==> src/rtl/kwg_pkg.sv <==
package kwg_pkg;
  typedef struct packed {
    logic key_wr;
    logic fwd;
    logic drop;
  } wr_decision_t;
endpackage

==> src/rtl/kwg_key_lock.sv <==
module kwg_key_lock #(
  parameter int DATA_W = 32,
  parameter int KEY_W = 16,
  parameter logic [KEY_W-1:0] KEY = 16'hA55A
) (
  input  logic              clk,
  input  logic              rst_n,
  input  logic              key_wr,
  input  logic [DATA_W-1:0] wdata,
  input  logic              consume,
  output logic              enabled
);
  localparam logic [DATA_W-1:0] KEY_WORD = DATA_W'(KEY);

  logic key_match;
  assign key_match = (wdata == KEY_WORD);

  always_ff @(posedge clk) begin
    if (!rst_n)       enabled <= 1'b0;
    else if (key_wr)  enabled <= key_match;
    else if (consume) enabled <= 1'b0;
  end
endmodule

==> src/rtl/kwg_xfer_busy.sv <==
module kwg_xfer_busy #(
  parameter int BUSY_TICKS = 3
) (
  input  logic clk,
  input  logic rst_n,
  input  logic start,
  input  logic slow_tick,
  output logic ready
);
  generate
    if (BUSY_TICKS == 0) begin : g_none
      assign ready = 1'b1;
    end else begin : g_cnt
      localparam int CNT_W = $clog2(BUSY_TICKS + 1);
      logic [CNT_W-1:0] left;
      always_ff @(posedge clk) begin
        if (!rst_n)                         left <= '0;
        else if (start)                     left <= CNT_W'(BUSY_TICKS);
        else if (slow_tick && left != '0)   left <= left - 1'b1;
      end
      assign ready = (left == '0);
    end
  endgenerate
endmodule

==> src/rtl/kwg_read_mux.sv <==
module kwg_read_mux #(
  parameter int ADDR_W = 8,
  parameter int DATA_W = 32,
  parameter logic [ADDR_W-1:0] CTRL_ADDR = 8'h00,
  parameter logic [ADDR_W-1:0] UNLOCK_ADDR = 8'h3C,
  parameter int RDY_BIT = 7,
  parameter int EN_BIT = 31,
  parameter int ERR_BIT = 0
) (
  input  logic [ADDR_W-1:0] raddr,
  input  logic [DATA_W-1:0] per_rdata,
  input  logic              enabled,
  input  logic              ready,
  input  logic              err,
  output logic [DATA_W-1:0] rdata
);
  always_comb begin
    rdata = per_rdata;
    if (raddr == CTRL_ADDR) begin
      rdata[RDY_BIT] = ready;
    end else if (raddr == UNLOCK_ADDR) begin
      rdata = '0;
      rdata[EN_BIT] = enabled;
      rdata[ERR_BIT] = err;
    end
  end
endmodule

==> src/rtl/keyed_wr_gate.sv <==
module keyed_wr_gate
  import kwg_pkg::*;
#(
  parameter int ADDR_W = 8,
  parameter int DATA_W = 32,
  parameter int KEY_W = 16,
  parameter logic [KEY_W-1:0] KEY = 16'hA55A,
  parameter logic [ADDR_W-1:0] CTRL_ADDR = 8'h00,
  parameter logic [ADDR_W-1:0] UNLOCK_ADDR = 8'h3C,
  parameter int BUSY_TICKS = 3
) (
  input  logic              clk,
  input  logic              rst_n,
  input  logic              slow_tick,
  input  logic              host_we,
  input  logic [ADDR_W-1:0] host_addr,
  input  logic [DATA_W-1:0] host_wdata,
  input  logic [ADDR_W-1:0] host_raddr,
  output logic [DATA_W-1:0] host_rdata,
  input  logic [DATA_W-1:0] per_rdata,
  output logic [ADDR_W-1:0] per_raddr,
  output logic              per_we,
  output logic [ADDR_W-1:0] per_addr,
  output logic [DATA_W-1:0] per_wdata,
  output logic              wr_en_o,
  output logic              wr_rdy_o,
  output logic              err_o
);
  wr_decision_t dec;
  logic enabled, ready, err_q;

  always_comb begin
    dec = '0;
    if (host_we) begin
      if (host_addr == UNLOCK_ADDR)  dec.key_wr = 1'b1;
      else if (enabled && ready)     dec.fwd = 1'b1;
      else                           dec.drop = 1'b1;
    end
  end

  kwg_key_lock #(.DATA_W(DATA_W), .KEY_W(KEY_W), .KEY(KEY)) u_lock (
    .clk(clk), .rst_n(rst_n), .key_wr(dec.key_wr), .wdata(host_wdata),
    .consume(dec.fwd), .enabled(enabled)
  );

  kwg_xfer_busy #(.BUSY_TICKS(BUSY_TICKS)) u_busy (
    .clk(clk), .rst_n(rst_n), .start(dec.fwd), .slow_tick(slow_tick),
    .ready(ready)
  );

  kwg_read_mux #(
    .ADDR_W(ADDR_W), .DATA_W(DATA_W), .CTRL_ADDR(CTRL_ADDR),
    .UNLOCK_ADDR(UNLOCK_ADDR), .RDY_BIT(7), .EN_BIT(DATA_W-1), .ERR_BIT(0)
  ) u_rmux (
    .raddr(host_raddr), .per_rdata(per_rdata), .enabled(enabled),
    .ready(ready), .err(err_q), .rdata(host_rdata)
  );

  always_ff @(posedge clk) begin
    if (!rst_n)        err_q <= 1'b0;
    else if (dec.drop) err_q <= 1'b1;
  end

  always_ff @(posedge clk) begin
    if (!rst_n) begin
      per_we    <= 1'b0;
      per_addr  <= '0;
      per_wdata <= '0;
    end else begin
      per_we <= dec.fwd;
      if (dec.fwd) begin
        per_addr  <= host_addr;
        per_wdata <= host_wdata;
      end
    end
  end

  assign per_raddr = host_raddr;
  assign wr_en_o   = enabled;
  assign wr_rdy_o  = ready;
  assign err_o     = err_q;
endmodule

==> config.mk <==
export PLATFORM = sky130hd
export DESIGN_NAME = keyed_wr_gate
export DESIGN_NICKNAME = d
export VERILOG_FILES = /design/src/rtl/kwg_pkg.sv /design/src/rtl/kwg_key_lock.sv /design/src/rtl/kwg_xfer_busy.sv /design/src/rtl/kwg_read_mux.sv /design/src/rtl/keyed_wr_gate.sv
export SDC_FILE = /design/constraint.sdc
export NUM_CORES = 1
export LEC_CHECK = 0
export BUFFER_PORTS_ARGS = -buffer_cell sky130_fd_sc_hd__buf_2
export CAP_MARGIN = 20
export CORE_MARGIN = 2
export CORE_UTILIZATION = 44
export CTS_CLUSTER_DIAMETER = 30
export CTS_CLUSTER_SIZE = 40
export DETAILED_ROUTE_END_ITERATION = 12
export PLACE_DENSITY = 0.86
export SYNTH_ARGS = -nofsm -noshare
export SYNTH_HDL_FRONTEND = slang
export SYNTH_HIERARCHICAL = 1
export SYNTH_SLANG_ARGS = --single-unit
==> constraint.sdc <==
create_clock -name clk -period 5.36 [get_ports clk]
set_clock_uncertainty 0.1 [all_clocks]
set_input_delay 1.072 -clock clk [delete_from_list [all_inputs] [get_ports clk]]
set_output_delay 1.072 -clock clk [all_outputs]
set_load 0.01 [all_outputs]
**After elaboration in Yosys (flattened, before gate mapping)**

Index checks and enable logic that the tools add are counted.

- Add/subtract/negate cells: 1
- Equality and inequality tests: 3
- Mux-type cells: 13
- Reductions and logical operators: 7

Operators with widths:

| operator | number |
|---|---|
| $eq A32 B16 Y1 const B | 1 |
| $mux W32 | 1 |
| $mux W24 | 1 |
| $eq A8 B6 Y1 const B | 2 |
| $logic_not A8 Y1 | 1 |
| $mux W7 | 1 |
| $mux W1 | 6 |
| $mux W2 | 3 |
| $reduce_bool A2 Y1 | 3 |
| $mux W3 | 1 |
| $logic_and A1 B1 Y1 | 2 |
| $logic_not A2 Y1 | 1 |
| $sub A2 B1 Y2 const B | 1 |

- Flip-flop bits (word level): 45
- Bits of input ports: 84
- Output and inout bits: 84
- Logic and storage cells: 30

**Depth between registers and ports, before layout**

- Word-level depth: 7
- Mapped depth: 7
- Mapped depth without buffers: 6

**By module**

Netlist, hierarchy kept.

By module, submodules not included:

| module | instances | cells each | area an instance (um^2) | sequential area each (um^2) |
|---|---|---|---|---|
| keyed_wr_gate | 1 | 193 | 1,769.2 | 840.8 |
| kwg_read_mux | 1 | 41 | 284.0 | 0.0 |
| kwg_key_lock | 1 | 14 | 162.7 | 20.0 |
| kwg_xfer_busy | 1 | 13 | 118.9 | 40.0 |

**Least setup slack after synthesis**

OpenSTA, ideal clock, no wires.

- Path type: input -> output
- Start: in host_raddr[1]
- End: out host_rdata[0]
- Arrival time: 2.257 ns
- Required time: 4.188 ns
- Path slack: 1.931 ns
- Stages: 4
- Buffers on the path: 1
- Path through: or4_4 -> nor2_4 -> buf_6 -> mux2_1

- Cells in the longest elaborated chain, start to end: 3
- Elaborated cells between the ends (all ways): 4
- Classes of those cells: eq/ne (1); mux (2); reduce/logical (1)

Ends and longest elaborated chain:

| item | line | text |
|---|---|---|
| start, declared | keyed_wr_gate.sv:18 | `input logic [ADDR_W-1:0] host_raddr,` |
| $eq A8 B6 Y1 | kwg_read_mux.sv:21 | `end else if (raddr == UNLOCK_ADDR) begin` |
| $mux W32 | kwg_read_mux.sv:21 |  |
| $mux W7 (*) | kwg_read_mux.sv:19 | `if (raddr == CTRL_ADDR) begin` |
| end, declared | keyed_wr_gate.sv:19 | `output logic [DATA_W-1:0] host_rdata,` |

Mark *: on every way between the ends. The rest lies on a longest branch, timed or not.

**Final worst setup path**

- Start: in host_raddr[1]
- End: out host_rdata[31]

- Cells in the longest elaborated chain, start to end: 3
- Elaborated cells between the ends (all ways): 4
- Classes of those cells: eq/ne (1); mux (2); reduce/logical (1)

Ends and longest elaborated chain:

| item | line |
|---|---|
| $eq A8 B6 Y1 | kwg_read_mux.sv:21 |
| $mux W32 | kwg_read_mux.sv:21 |
| $mux W24 (*) | kwg_read_mux.sv:19 |

Marked as above.

==> results.json <==
{
  "outcome": "finished, final reports clean",
  "grt_pass1_wl_um": 10290,
  "crit_path_start_kind": "primary input",
  "clock_path_buffers": 2,
  "regArea_um2": 900.9,
  "pre_cts_ws_ns": 1.360,
  "antenna_found_initial": 0,
  "drv_slew": 0,
  "yosys.cell_types.count": 38,
  "tns_ns": 0,
  "p_sw_uw": 173.2,
  "synth_common_cells": "nand2_1, dfxtp_1, mux2i_1",
  "layout-drive-gt1-share_pct": 45.41,
  "grt_use_total_pct": 21.76,
  "seq_area_frac_synth_pct": 38.59,
  "area_growth_pct": 38.16,
  "cts.sinks": 45,
  "crit_chain": "buf_2, or4_4, nor2_4, mux2_2, buf_2",
  "finalHoldViolCount": 0,
  "slowest_delay_ns": 0.56,
  "synth.avg_cell_area_um2": 8.945,
  "worstMarginPinSlew_ns": 0.6268,
  "vias": 2323,
  "via_per_inst": 4.800,
  "fin_crit_sh_pct": 74.80,
  "crit_type": "in2out",
  "die_y_um": 76.85,
  "drt_iter0_drc": 64,
  "firstDrtPassIters": 4,
  "clk_latency_ns": 0.29,
  "relSlewSlack_pct": 58.11,
  "synthFlopType": "dfxtp_1",
  "clk_pin_slew_worst_paths_ns": 0.09,
  "place_hpwl_um": 5153,
  "synth-seq-cells": 45,
  "netlist_top_cells_area": "dfxtp_1, mux2i_1, nand2_1",
  "end_kind": "output pin",
  "place_inst": 476,
  "critical_path_buf_inv_count": 2,
  "grt-ovfl-total": 0,
  "fillers": 452,
  "swShare_pct": 24.76,
  "synthArstFlopShare_pct": 0,
  "slowest_stage": "or4_4",
  "grt_pass1_vias": 2211,
  "multi_input_comb_area_um2": 1259,
  "critPathRequiredTime_ns": 4.19,
  "final_util_pct": 63.16,
  "max_cap_violations": 0,
  "fmax_ghz": 0.2494,
  "routabilityCongestion": 0.7053,
  "final_cells": 484,
  "die_area_um2": 5905,
  "cts_buffers": 5,
  "p_clk_share_pct": 37.0,
  "setup_viol": 0,
  "synth_edf_count": 0,
  "cts_resized": 0,
  "synthCells": 261,
  "yosys.area.top_type": "dfxtp_1",
  "path_common_cell": "buf_2",
  "io_pins": 168,
  "yosysWarnings": 6,
  "hold_path.class": "reg2reg",
  "die_w_um": 76.85,
  "synth_top_area_share_pct": 38.59,
  "power.leakage_uw": 0.001542,
  "finalWorstSetupSlack_ns": 1.351,
  "share_comb_of_total_power_pct": 14.8,
  "worstPathMaxFanout": 31,
  "arrival_ns": 2.84,
  "postCtsSetupRepairBufs": 0,
  "synth_nets": 346,
  "crit_family": "simple AND/OR/NAND/NOR gates",
  "core_um2": 5107,
  "wire_per_inst_um": 13.32,
  "holdBufCountCts": 0,
  "yosysMostFrequentCell": "nand2_1",
  "htreeDepth": 2,
  "drc_errors": 0,
  "rsz0062_at_grt": "false",
  "synth_area_um2": 2335,
  "initial_core_util_pct": 45.71,
  "drt-total-wl_um": 6447,
  "irDropWorstVdd_mv": 0.1218,
  "cts-root-buf": "clkbuf_8",
  "period_minus_slack_ns": 4.009,
  "reg2reg_slack_ns": 2.98,
  "grt_max_degree": 49,
  "ant_nets": 0,
  "cts_tree": "yes",
  "port_buffers": 167,
  "fin_nets": 498,
  "rows": 26,
  "powerDensity_nw_per_um2": 216.9,
  "internal_power_uw": 526.5,
  "power_frac_seq_pct": 48.2,
  "n_antenna_cell": 0
}
## cells in the final DEF (no fill, tap or decap), types with 2 or more instances in the layout
cell type,netlist,layout
a211oi_1,2,2
and2b_1,2,2
and4bb_1,3,3
buf_2,2,167
buf_4,8,2
clkbuf_8,0,5
dfxtp_1,45,45
inv_1,4,4
mux2i_1,40,40
nand2_1,80,80
nand3_1,2,2
nand4_1,3,3
nor2_1,3,3
nor2b_1,27,27
nor4_2,3,3
nor4b_2,2,2
## final timing paths
path | endpoint | cells past startpoint | startpoint
hold reg to reg | per_wdata[22] | 2 | per_wdata[22]
hold / removal | per_wdata[22] | 2 | per_wdata[22]
setup reg to reg | u_busy/g_cnt.left[0] | 7 | u_busy/g_cnt.left[0]
setup / recovery | host_rdata[31] | 5 | host_raddr[1]
## cells by family (layout without fill, tap and decap cells)
| family | after synthesis | after routing | share of synthesized area (%) |
|---|---|---|---|
| AO/OA/AOI/OAI | 9 | 9 | 3.483 |
| flip-flops | 45 | 45 | 38.59 |
| AND/OR/NAND/NOR | 136 | 136 | 31.78 |
| multiplexers | 42 | 42 | 18.11 |
| adder cells (fa/ha/maj) | 1 | 1 | 0.5358 |
| buffers and inverters | 28 | 181 | 7.502 |
## state kept, by name, indices dropped and copies added, names as in the netlist
| signal | count |
|---|---|
| per_addr | 8 |
| u_lock/enabled | 1 |
| per_wdata | 32 |
| u_busy/g_cnt.left | 2 |
| per_we | 1 |
| err_o | 1 |
## worst reg2reg max path, delay by kind of cell (launching register included)
family | cells | cell delay [ns]
buffers and inverters | 2 | 0.62
AO/OA/AOI/OAI | 2 | 0.50
adder cells (fa/ha/maj) | 1 | 0.29
flip-flops | 1 | 0.33
AND/OR/NAND/NOR | 2 | 0.45
## per-stage QoR
| stage | instance area [um^2] | hold slack, ns | total power, uW |
|---|---|---|---|
| after global routing | 3226 | 0.3683 | 733.8 |
| after CTS | 3226 | 0.3605 | 709.5 |
| after floorplan | 2335 | 0.3790 | 395.9 |
| after detailed placement | 3113 | 0.3438 | 449.5 |
| final | 3226 | 0.3605 | 699.7 |
| after global placement | 3113 | 0.3389 | 446.9 |
## final cells by class
type | count | area share, %
multi-input cells | 188 | 39.02
inverters | 4 | 0.4655
well taps | 70 | 2.715
repair buffers | 169 | 26.38
clock inverters | 3 | 1.358
clock buffers | 5 | 2.133
flip-flops and latches | 45 | 27.93
## per-layer routing
metal,wire (um),GRT usage [%],vias to the layer above,share of wire [%]
li1,-,-,1170,-
met1,2406,21.73,1044,37
met2,3404,41.84,103,53
met3,567,8.000,6,8.8
met4,69,5.818,0,1.1
met5,0,0,-,0
## power groups by stage
stage	Combinational (uW)	Clock [uW]	Sequential, uW
final	103	259	337
after global routing	115	281	338
after CTS	104	268	337
after detailed placement	104	0	345
after global placement	102	0	345
after floorplan	50.7	0	345
Power figures use the tool's default switching activity.
